===== src/rtl/itlb_pkg.sv =====
package itlb_pkg;
  localparam int unsigned ENTRY_N = 4;
  localparam int unsigned IDX_W   = 2;
  localparam int unsigned CODE_W  = 6;

  typedef logic [CODE_W-1:0] code_t;
  typedef logic [IDX_W-1:0]  idx_t;

  // Move entry w to most-recently-used in the pairwise order code.
  function automatic code_t code_touch(code_t c, idx_t w);
    code_t r;
    r = c;
    case (w)
      2'd0: r[5:3] = 3'b000;
      2'd1: begin r[5] = 1'b1; r[2:1] = 2'b00; end
      2'd2: begin r[4] = 1'b1; r[2] = 1'b1; r[0] = 1'b0; end
      default: begin r[3] = 1'b1; r[1] = 1'b1; r[0] = 1'b1; end
    endcase
    return r;
  endfunction

  // Returns {illegal, victim}. Checked in fixed priority order.
  function automatic logic [IDX_W:0] code_victim(code_t c);
    if (c[5:3] == 3'b111)                 return {1'b0, 2'd0};
    else if (!c[5] && c[2:1] == 2'b11)    return {1'b0, 2'd1};
    else if (!c[4] && !c[2] && c[0])      return {1'b0, 2'd2};
    else if (!c[3] && !c[1] && !c[0])     return {1'b0, 2'd3};
    else                                  return {1'b1, 2'd0};
  endfunction
endpackage


===== src/rtl/itlb_cam.sv =====
module itlb_cam
  import itlb_pkg::*;
#(
  parameter int unsigned VPN_W  = 22,
  parameter int unsigned ASID_W = 8
) (
  input  logic              clk,
  input  logic              rst_n,
  input  logic [VPN_W-1:0]  lk_vpn,
  input  logic [ASID_W-1:0] lk_asid,
  input  logic              lk_asid_en,
  input  logic              wr_en,
  input  idx_t              wr_idx,
  input  logic              wr_shared,
  input  logic [ASID_W-1:0] wr_asid,
  input  logic [VPN_W-1:0]  wr_vpn,
  output logic [ENTRY_N-1:0] match_vec
);
  for (genvar g = 0; g < ENTRY_N; g++) begin : g_ent
    logic              e_valid;
    logic              e_shared;
    logic [ASID_W-1:0] e_asid;
    logic [VPN_W-1:0]  e_vpn;
    logic              sel;

    assign sel = wr_en && (wr_idx == idx_t'(g));

    always_ff @(posedge clk or negedge rst_n) begin
      if (!rst_n) begin
        e_valid  <= 1'b0;
        e_shared <= 1'b0;
        e_asid   <= '0;
        e_vpn    <= '0;
      end else if (sel) begin
        e_valid  <= 1'b1;
        e_shared <= wr_shared;
        e_asid   <= wr_asid;
        e_vpn    <= wr_vpn;
      end
    end

    assign match_vec[g] = e_valid && (e_vpn == lk_vpn) &&
                          (e_shared || !lk_asid_en || (e_asid == lk_asid));
  end
endmodule


===== src/rtl/itlb_lru.sv =====
module itlb_lru
  import itlb_pkg::*;
(
  input  logic  clk,
  input  logic  rst_n,
  input  logic  touch_en,
  input  idx_t  touch_idx,
  input  logic  ld_en,
  input  code_t ld_code,
  output code_t code,
  output idx_t  victim,
  output logic  illegal
);
  logic [IDX_W:0] dec;

  always_ff @(posedge clk or negedge rst_n) begin
    if (!rst_n)        code <= '0;
    else if (ld_en)    code <= ld_code;
    else if (touch_en) code <= code_touch(code, touch_idx);
  end

  assign dec     = code_victim(code);
  assign victim  = dec[IDX_W-1:0];
  assign illegal = dec[IDX_W];
endmodule


===== src/rtl/itlb_refill.sv =====
module itlb_refill
  import itlb_pkg::*;
#(
  parameter int unsigned VPN_W  = 22,
  parameter int unsigned ASID_W = 8,
  parameter int unsigned CTRL_W = 32
) (
  input  logic              clk,
  input  logic              rst_n,
  input  logic              req_valid,
  input  logic [VPN_W-1:0]  req_vpn,
  input  logic [ASID_W-1:0] cur_asid,
  input  logic              asid_en,
  input  logic              refill_en,
  output logic              ut_req,
  output logic [VPN_W-1:0]  ut_vpn,
  input  logic              ut_hit,
  input  logic              ut_multi,
  input  logic              ut_shared,
  input  logic [ASID_W-1:0] ut_asid,
  output logic              hit,
  output logic [1:0]        hit_idx,
  output logic              miss,
  output logic              multi_hit,
  output logic              lru_err,
  input  logic              ctrl_we,
  input  logic [5:0]        ctrl_wcode,
  output logic [CTRL_W-1:0] ctrl_rdata
);
  localparam int unsigned LOW_W = CTRL_W - CODE_W;

  logic [ENTRY_N-1:0] match_vec;
  logic               any_match;
  logic               many_match;
  idx_t               match_idx;
  idx_t               vict_idx;
  code_t              lru_code;
  logic               refill_go;
  logic               ut_many;

  itlb_cam #(.VPN_W(VPN_W), .ASID_W(ASID_W)) u_cam (
    .clk        (clk),
    .rst_n      (rst_n),
    .lk_vpn     (req_vpn),
    .lk_asid    (cur_asid),
    .lk_asid_en (asid_en),
    .wr_en      (refill_go),
    .wr_idx     (vict_idx),
    .wr_shared  (ut_shared),
    .wr_asid    (ut_asid),
    .wr_vpn     (req_vpn),
    .match_vec  (match_vec)
  );

  always_comb begin
    match_idx = '0;
    for (int i = ENTRY_N - 1; i >= 0; i--) begin
      if (match_vec[i]) match_idx = idx_t'(i);
    end
  end

  assign any_match  = |match_vec;
  assign many_match = (match_vec & (match_vec - 1'b1)) != '0;

  assign ut_req    = req_valid && !any_match && refill_en;
  assign ut_vpn    = req_vpn;
  assign refill_go = ut_req && ut_hit && !ut_multi;
  assign ut_many   = ut_req && ut_multi;

  assign hit       = (req_valid && any_match && !many_match) || refill_go;
  assign hit_idx   = refill_go ? vict_idx : match_idx;
  assign multi_hit = (req_valid && many_match) || ut_many;
  assign miss      = req_valid && !any_match && !refill_go && !ut_many;

  itlb_lru u_lru (
    .clk       (clk),
    .rst_n     (rst_n),
    .touch_en  (hit),
    .touch_idx (hit_idx),
    .ld_en     (ctrl_we),
    .ld_code   (ctrl_wcode),
    .code      (lru_code),
    .victim    (vict_idx),
    .illegal   (lru_err)
  );

  assign ctrl_rdata = {lru_code, {LOW_W{1'b0}}};
endmodule


===== config.mk =====
export PLATFORM = sky130hd
export DESIGN_NAME = itlb_refill
export DESIGN_NICKNAME = d
export VERILOG_FILES = /design/src/rtl/itlb_pkg.sv /design/src/rtl/itlb_cam.sv /design/src/rtl/itlb_lru.sv /design/src/rtl/itlb_refill.sv
export SDC_FILE = /design/constraint.sdc
export NUM_CORES = 1
export LEC_CHECK = 0
export BUFFER_PORTS_ARGS = -buffer_cell sky130_fd_sc_hd__buf_2
export CAP_MARGIN = 0
export CORE_AREA = 5 5 118 120
export CTS_BUF_LIST = sky130_fd_sc_hd__clkbuf_2 sky130_fd_sc_hd__clkbuf_4 sky130_fd_sc_hd__clkbuf_8
export DETAILED_ROUTE_END_ITERATION = 16
export DIE_AREA = 0 0 123 125
export PLACE_DENSITY = 0.81
export SLEW_MARGIN = 25
export SYNTH_ARGS = -nofsm -noshare
export SYNTH_HDL_FRONTEND = slang
export SYNTH_SLANG_ARGS = --single-unit

===== constraint.sdc =====
create_clock -name clk -period 3.2 [get_ports clk]
set_clock_uncertainty 0.15 [all_clocks]
set_input_delay 0.32 -clock clk [delete_from_list [all_inputs] [get_ports clk]]
set_output_delay 0.32 -clock clk [all_outputs]
set_load 0.05 [all_outputs]

### Word-level counts from Yosys, hierarchy flattened

Cells that the tools add are included.

* input bits: 53
* ROM bits: 0
* memories kept: 0
* memory bits (writable): 0
* bits in latches: 0
* output and inout bits: 61
* flip-flop bits (word level): 134
* word-level logic and storage cells: 125

* divide/modulo/power cells: 0
* reductions and logical operators: 66
* eq/ne operators: 18
* order comparisons: 0
* shift operators: 0
* multipliers: 0
* mux-type cells: 17
* bitwise operators: 1
* $add $sub $neg: 1

Operators with widths (count)
* 22-bit == test: 4
* 8-bit == test: 4
* 1-bit logical AND: 27
* 1-bit logical NOT: 12
* 3-bit 2-to-1 mux: 4
* 6-bit 2-to-1 mux: 2
* 1-bit case mux with 2 select lines: 6
* 2-bit AND reduction: 6
* 1-bit logical OR: 10
* 2-bit 2-to-1 mux: 5
* 3-bit nonzero test: 3
* 2-bit == test, second input constant: 4
* 2-bit by 1-bit != test with 1-bit output, second input constant: 3
* 2-bit OR reduction: 3
* 4-bit bitwise AND: 1
* 2-bit by 1-bit == test with 1-bit output, second input constant: 2
* 2-bit logical NOT: 2
* 4-bit nonzero test: 1
* 4-bit OR reduction: 1
* 4-bit by 1-bit subtractor with 4-bit output, second input constant: 1
* 3-bit == test, second input constant: 1
* 2-bit nonzero test: 1

### Longest topological paths before layout

Gate-level depths: netlist of the first run.

* depth in word-level cells: 16
* gate-level depth with buffers: 14
* gate-level depth less buffers: 12

### Cells and area by module

From an unflattened synthesis of the first run, not the netlist that was laid out.

* cell total of the unflattened synthesis: 566
* area, all modules: 7033.0 sq um

Modules (own cells, without submodules)
* itlb_cam: area each 6069.6 sq um, cells each 441, sequential area each 3203.1 sq um, times used 1
* itlb_refill: area each 543.0 sq um, cells each 76, sequential area each 0.0 sq um, times used 1
* itlb_lru: area each 420.4 sq um, cells each 49, sequential area each 150.1 sq um, times used 1

### Worst setup path before layout of the first run

No wires, ideal clock.

* path type: in2out
* start: input req_vpn[20]
* end: output multi_hit
* arrival time: 2654 ps
* cell stages on the path: 8
* slack: 76 ps
* path buffers: 1
* required time: 2730 ps
* path through: buf_4 xor2_1 nor4_2 nand4_1 nor4_4 maj3_1 nor2_1 o21ai_0

* longest elaborated chain between the ends: 9
* elaborated cells between the ends (all ways): 22
* those cells by class: 1 x add/sub; 4 x eq/ne; 1 x bitwise; 16 x reduce/logical

Ends and longest elaborated chain
* start, declared: line itlb_refill.sv:11 `input logic [VPN_W-1:0] req_vpn,`
* branches (longest 8 deep; another with 4-bit by 1-bit subtractor with 4-bit output)
* 1-bit logical OR *: line itlb_refill.sv:72 `assign multi_hit = (req_valid && many_match) || ut_many;`
* end, declared: line itlb_refill.sv:24 `output logic multi_hit,`

Mark *: on every way between the ends.

### Worst setup path after layout of the first run

* start: register u_cam.g_ent[1].e_asid[0]
* end: output hit

* longest elaborated chain between the ends: 10
* elaborated cells between the ends (all ways): 16
* those cells by class: 1 x add/sub; 1 x eq/ne; 1 x bitwise; 13 x reduce/logical

Ends and longest elaborated chain
* start, declared: line itlb_cam.sv:22 `logic [ASID_W-1:0] e_asid;`
* start signal, assigned: line itlb_cam.sv:37 `e_asid <= wr_asid;`
* 8-bit == test *: line itlb_cam.sv:43 `(e_shared || !lk_asid_en || (e_asid == lk_asid));`
* 1-bit logical OR *: line itlb_cam.sv:43
* 1-bit logical AND *: line itlb_cam.sv:42 `assign match_vec[g] = e_valid && (e_vpn == lk_vpn) &&`
* branches (longest 6 deep; another with 4-bit by 1-bit subtractor with 4-bit output)
* 1-bit logical OR *: line itlb_refill.sv:70 `assign hit = (req_valid && any_match && !many_match) || refill_go;`
* end, declared: line itlb_refill.sv:21 `output logic hit,`

Marked as above.

==> results.toml, run 1 <==
[run_status]
outcome = "finished with violations"
violations = "negative setup slack"

[worst_setup_path]
startpoint = "u_cam.g_ent[1].e_asid[0]$_DFFE_PN0P_"
slowest_delay_ns = 0.39
r2r_setup_slack_ns = 0.12
start_kind = "register"
regToRegStartpoint = "u_cam.g_ent[1].e_asid[0]$_DFFE_PN0P_"
cp.arrival_ns = 2.75
crit_slowest_cell = "dfrtp_1"
cp-end-kind = "output port"
critical_path_class = "reg2out"
cp_max_fo = 4
cp.required_ns = 2.73
path_cells = "xor2_1 > nor4_1 > a21oi_1 > nor4_4 > buf_4 > nor4b_2 > a211oi_2 > nand2b_4 > inv_2 > buf_8"

[clock_tree]
cts_root_buf = "clkbuf_8"
cts_sinks = 134
cts.clk_slew.worst_paths_ns = 0.08
clkLatencyLatePin_ns = 0.44
cts_made_buffers = 17
ctsLongestPathBuffers = 2
h-tree-depth = 4
cts_tree = "yes"

[place]
hpwl_mm = 10.6
dp_slack_ns = -0.108
portBuffers = 87
gp_congestion = 0.865

[final_layout]
drive_gt1_share_pct = 24.7
area_delta_synth_final_pct = 15.1
fin_util_pct = 65.3
diodes = 0
finish.net_count = 736

[logic_synthesis]
synth_area_sq_um = 7310
synth_async_sr_flop_share_pct = 100
synth_cells = 594
synth_top_area_share_pct = 45.9
yosys.area.top_type = "dfrtp_1"
synth_sequential_area_ratio_pct = 45.9
ys.flop_type = "dfrtp_1"
synth-seq-cells = 134
postSynthAreaPerCell_sq_um = 12.3
synth_warnings = 0
synth_area_leaders = "dfrtp_1 46%, mux2_1 19%, xnor2_1 8.9%"
synth.distinct_cells = 52
synth-edff-count = 0

[power]
powerDensity_nw_per_um2 = 628
clockPowerShare_pct = 30.4
p_seq_share_pct = 45.8
power.internal_w = 0.00369
p_leak_nw = 3.90
p_sw_share_pct = 30.2
p_sw_w = 0.00159
peakVddDrop_mv = 0.380
total_power_w = 0.00528
power_frac_comb_pct = 23.7

[die]
die_w_um = 123
core_area_sq_um = 12900
die_area_sq_um = 15400
start_util_pct = 56.7
io_pins = 114
chipHeight_um = 125
floorplan.rows = 42

[flow_run]
cap_viol_max_count = 0

[worst_hold_path]
min_path_type = "in2reg"
min_from = "ctrl_we"

[detailed_routing]
firstDrtPassIters = 5
wirelength_mm = 15.0
route.detailed.drc = 0
viasPerCell = 5.30
vias = 4610
drt_iter0_markers = 240
routedWlPerCell_um = 17.3
drtAntennaViolNets = 0

[global_routing]
grt_pass1_wl_mm = 24.5
grt_max_degree = 68
antenna_found_initial = 0
track_usage_pct = 20.4
grt_remaining_overflow = 0
grt_pass1_vias = 4854

[sta]
tns_ns = -0.0156
timing.fmax_mhz = 311
timing.final.crit_share_pct = 100
rsz0062_at_grt = "true"
fin_crit_ns = 3.22
tightest_slew_ns = 0.903
finalHoldViolations = 0
max_slew_margin_pct = 39.8
setup_ws_ns = -0.0156
timing.hold.ws_ns = 0.0336
finalSetupViolations = 1
drv_slew = 0
## cells in the mapped netlist (3+ instances only)
cell type	count
dfrtp_1	134
mux2_1	122
xnor2_1	74
buf_4	61
xor2_1	46
nand4_1	20
buf_2	15
nand2_1	13
nor2_1	9
buf_6	8
nor4_1	8
inv_1	6
nand3_1	6
nor4_2	5
or2_1	4
a21oi_1	3
ha_1	3
nor3_1	3
o211ai_1	3
o21ai_0	3
o21ai_1	3
o21bai_1	3
## metal layers
layer  vias to the layer above  part of all wire [%]  GRT usage, %
met4                         0                   1.8          7.49
met2                       123                    51          34.4
met3                        26                   5.1          4.38
met5                         -                     0             0
met1                      2315                    42          25.9
li1                       2146                     -             -
## power groups by stage
stage / combinational [W] / clock, W / sequential (W)
after floorplan: 0.000975 / 0 / 0.00240
after global placement: 0.00117 / 0 / 0.00241
after detailed placement: 0.00122 / 0 / 0.00245
after CTS: 0.00126 / 0.00163 / 0.00242
after global routing: 0.00138 / 0.00172 / 0.00247
final: 0.00125 / 0.00161 / 0.00242
## state kept, by name, indices dropped and copies added (netlist names)
register              flops
u_cam.g_ent.e_shared      4
u_cam.g_ent.e_asid       32
u_cam.g_ent.e_vpn        88
u_cam.g_ent.e_valid       4
u_lru.code                6
## layout make-up
type | instances | area (sq um)
clock buffer | 19 | 255
clock inverter | 13 | 203
fill | 952 | 4460
inverter | 7 | 26.3
multi-input combinational | 393 | 3480
sequential | 134 | 3350
tap | 176 | 220
timing repair buffer | 127 | 870
## worst paths after layout
check                                                  endpoint  cells past startpoint
setup / recovery                                            hit                     10
hold / removal                        u_lru.code[1]$_DFFE_PN0P_                      3
setup reg to reg                      u_lru.code[3]$_DFFE_PN0P_                     11
hold reg to reg              u_cam.g_ent[1].e_valid$_DFFE_PN0P_                      1
max in group asynchronous  u_cam.g_ent[3].e_vpn[21]$_DFFE_PN0P_                      3
min in group asynchronous  u_cam.g_ent[2].e_asid[3]$_DFFE_PN0P_                      2
## cell families after synthesis
kind of cell | synth area share [%]
flip-flops | 45.9
multiplexers | 19.1
XOR/XNOR | 14.4
buffers and inverters | 8.94
AND/OR/NAND/NOR | 8.17
AO/OA/AOI/OAI | 2.79
adder cells (fa/ha/maj) | 0.651
other | 0.0513
## through the flow
step / cells / cell area, sq um
after floorplan: 619 / 7400
after global placement: 809 / 7610
after detailed placement: 809 / 7610
after CTS: 861 / 8300
after global routing: 869 / 8410
final: 869 / 8410
## timing repair
action	in CTS	in global routing
resized for setup	11	11
pin swaps	5	7
gates cloned	0	0
hold endpoints to repair	104	0
setup buffers	5	8
endpoints found under the setup margin	5	38
hold buffers	15	0
## worst max-delay path: cells and delay by family, from the launching register on
family | cells | cell delay [ns]
AND/OR/NAND/NOR | 4 | 0.95
flip-flops | 1 | 0.39
XOR/XNOR | 1 | 0.17
AO/OA/AOI/OAI | 2 | 0.42
buffers and inverters | 3 | 0.36
## cell usage in the layout, fill, tap and decap left out, types with 3 or more instances in the layout
cell / synthesis / layout
clkbuf_8: 0 / 18
inv_1: 6 / 6
nor2_1: 9 / 8
xnor2_1: 74 / 73
nand4_1: 20 / 20
mux2_1: 122 / 122
buf_12: 0 / 6
nand3_1: 6 / 6
buf_4: 61 / 21
or2_1: 4 / 4
xor2_1: 46 / 46
o21ai_1: 3 / 3
nor4_1: 8 / 6
nor3_1: 3 / 3
bufinv_16: 0 / 5
dlygate4sd3_1: 0 / 15
nand2_1: 13 / 13
ha_1: 3 / 3
buf_2: 15 / 83
nor4_4: 2 / 4
dfrtp_1: 134 / 134
clkinv_2: 0 / 4
a21oi_1: 3 / 3
nor4_2: 5 / 5
conb_1: 1 / 26
o211ai_1: 3 / 3
Power figures use the tool's default switching activity.
==> run 2, diff against run 1 <==
CORE_AREA = 5 5 116 118   (was 5 5 118 120)
DIE_AREA = 0 0 121 123   (was 0 0 123 125)
SYNTH_HIERARCHICAL = 1   (was default)
==> run 2 against run 1 <==
Compared with the run above:
- the run still ends with negative setup slack left
- final cell count up 1.4%
- setup slack worse by 0.13 ns
- wire length up 2.2%
- sequential cell count unchanged
- utilization up 3.4 points
- total power down 4.9%
- first-iteration DRC count down 30%
- sequential share of layout area down 0.38 points
- register-to-register slack worse by 0.07 ns
- final area up 0.97%
==> results.toml, run 2 <==
[logic_synthesis]
synth_area_sq_um = 7030
synth_cells = 566
postSynthAreaPerCell_sq_um = 12.4
synth.distinct_cells = 43
synth_warnings = 6
ys.flop_type = "dfrtp_1"
synth-edff-count = 0
synth_area_leaders = "dfrtp_1 48%, mux2_2 20%, xor2_1 11%"
yosys.area.top_type = "dfrtp_1"
synth-seq-cells = 134
synth_sequential_area_ratio_pct = 47.7
synth_common_cells = "134 x dfrtp_1, 122 x mux2_2, 92 x xor2_1"
synth_async_sr_flop_share_pct = 100
synth_top_area_share_pct = 47.7
yosysMostFrequentCell = "dfrtp_1"

[die]
core_area_sq_um = 12400
die_w_um = 121
chipHeight_um = 123
die_area_sq_um = 14900
floorplan.rows = 41
io_pins = 114
start_util_pct = 56.9

[sta]
drv_slew = 0
setup_ws_ns = -0.144
tightest_slew_ns = 0.880
fin_crit_ns = 3.34
timing.hold.ws_ns = 0.0460
finalHoldViolations = 0
timing.fmax_mhz = 299
finalSetupViolations = 4
rsz0062_at_grt = "true"
max_slew_margin_pct = 41.3
tns_ns = -0.317
timing.final.crit_share_pct = 105

[detailed_routing]
drt_iter0_markers = 167
routedWlPerCell_um = 17.4
vias = 4632
route.detailed.drc = 0
drtAntennaViolNets = 0
viasPerCell = 5.26
wirelength_mm = 15.4
firstDrtPassIters = 4

[worst_setup_path]
path_delay_family = "simple AND/OR/NAND/NOR gates"
cp.required_ns = 2.73
cp.arrival_ns = 2.87
cp_max_fo = 3
slowest_delay_ns = 0.39
regToRegStartpoint = "u_cam/g_ent[1].e_vpn[2]$_DFFE_PN0P_"
critPathBufInv = 4
startpoint = "u_cam/g_ent[0].e_vpn[7]$_DFFE_PN0P_"
cp-end-kind = "output port"
critical_path_class = "reg2out"
cp_common_cell = "buf_4"
start_kind = "register"
path_cells = "xor2_1 > nor4_1 > buf_4 > nand4_1 > nor4_4 > buf_4 > nor4_4 > buf_4 > and3_4 > a32o_2 > buf_6"
crit_slowest_cell = "dfrtp_1"

[worst_hold_path]
min_path_type = "in2reg"
min_from = "ut_asid[0]"

[place]
placed_area_sq_um = 7770
gp_congestion = 0.869
hpwl_mm = 11.0
portBuffers = 87

[global_routing]
grt_pass1_vias = 4871
grt_max_degree = 70
grt_pass1_wl_mm = 24.4
track_usage_pct = 21.2
grt_remaining_overflow = 0
antenna_found_initial = 0

[clock_tree]
cts_sinks = 134
h-tree-depth = 4
cts_tree = "yes"
cts.clk_slew.worst_paths_ns = 0.07
ctsLongestPathBuffers = 2
clkLatencyLatePin_ns = 0.43
cts_root_buf = "clkbuf_8"
cts_made_buffers = 17

[final_layout]
fin_util_pct = 68.7
final_cell_mix = "134 x dfrtp_1, 122 x mux2_2, 89 x xor2_1, 80 x buf_2, 46 x buf_4"
final_area_sq_um = 8490
area_delta_synth_final_pct = 20.7
mostFrequentLayoutCell = "dfrtp_1"
finish.net_count = 755
top_regs = "u_cam/g_ent.e_vpn (88), u_cam/g_ent.e_asid (32), u_lru/code (6)"
largest_reg_flops = 88
largest-register = "u_cam/g_ent.e_vpn"
drive_gt1_share_pct = 45.3

[run_status]
outcome = "finished with violations"
violations = "negative setup slack"

[power]
power.internal_w = 0.00346
p_leak_nw = 4.09
p_sw_w = 0.00156
p_seq_share_pct = 48.8
power_frac_comb_pct = 26.8
p_sw_share_pct = 31.1
powerDensity_nw_per_um2 = 592
clockPowerShare_pct = 24.4
peakVddDrop_mv = 0.406

[flow_run]
cap_viol_max_count = 0
==> run 2: logic make-up (layout without fill, tap and decap cells) <==
| kind of cell | Yosys count | count (layout) | synth area share (%) |
|---|---|---|---|
| buffers and inverters | 71 | 188 | 6.90 |
| adders and majority gates | 4 | 4 | 0.712 |
| muxes | 126 | 126 | 20.1 |
| and+or+nand+nor | 82 | 82 | 6.88 |
| other | 1 | 27 | 0.0533 |
| AOI/OAI and AO/OA | 27 | 27 | 2.56 |
| DFF | 134 | 134 | 47.7 |
| xor gates and xnor gates | 121 | 121 | 15.1 |
==> run 2: per-layer routing <==
metal	global-route usage, %	wire length (um)	vias to the layer above
met4	7.37	270	0
met5	0	0	-
met1	27.5	6690	2330
li1	-	-	2162
met3	4.85	760	19
met2	35.2	7650	121
==> run 2: cell type report <==
type,instances,area (sq um)
Antenna cell,1,2.50
Clock buffer,25,319
Clock inverter,4,22.5
Fill cell,837,3870
Inverter,6,22.5
Multi-Input combinational cell,386,3450
Sequential cell,134,3350
Tap cell,172,215
Timing Repair Buffer,153,1100
==> run 2: repair_timing <==
action | in CTS | in global routing
endpoints found under the setup margin | 6 | 132
buffers inserted | 1 | 10
hold buffers | 12 | 0
gates resized for setup | 18 | 19
endpoints found under the hold margin | 89 | 0
pin swaps | 6 | 10
==> run 2: final timing paths <==
kind | to | slack [ns] | cells after the start
max in group asynchronous | u_cam/g_ent[3].e_vpn[20]$_DFFE_PN0P_ | 1.60 | 3
worst max-delay path | multi_hit | -0.14 | 11
worst min register to register | u_cam/g_ent[0].e_valid$_DFFE_PN0P_ | 0.33 | 1
worst min-delay path | u_cam/g_ent[0].e_asid[0]$_DFFE_PN0P_ | 0.05 | 2
min in group asynchronous | u_cam/g_ent[2].e_vpn[10]$_DFFE_PN0P_ | 0.42 | 2
worst max register to register | u_cam/g_ent[0].e_vpn[8]$_DFFE_PN0P_ | 0.05 | 13
==> run 2: power by group through the flow <==
stage | Clock, W | Combinational (W) | Sequential (W)
3_5_place_dp | 0 | 0.00128 | 0.00248
4_1_cts | 0.00126 | 0.00132 | 0.00245
3_3_place_gp | 0 | 0.00124 | 0.00244
6_report | 0.00123 | 0.00134 | 0.00245
5_1_grt | 0.00134 | 0.00146 | 0.00250
2_1_floorplan | 0 | 0.000974 | 0.00242
==> run 2: metrics by stage <==
step	total power, W	cells	setup WS (ns)
3_3_place_gp	0.00368	829	-0.0264
6_report	0.00502	881	-0.144
3_5_place_dp	0.00376	829	-0.0661
5_1_grt	0.00530	880	-0.244
4_1_cts	0.00502	871	-0.243
2_1_floorplan	0.00340	591	0.0670
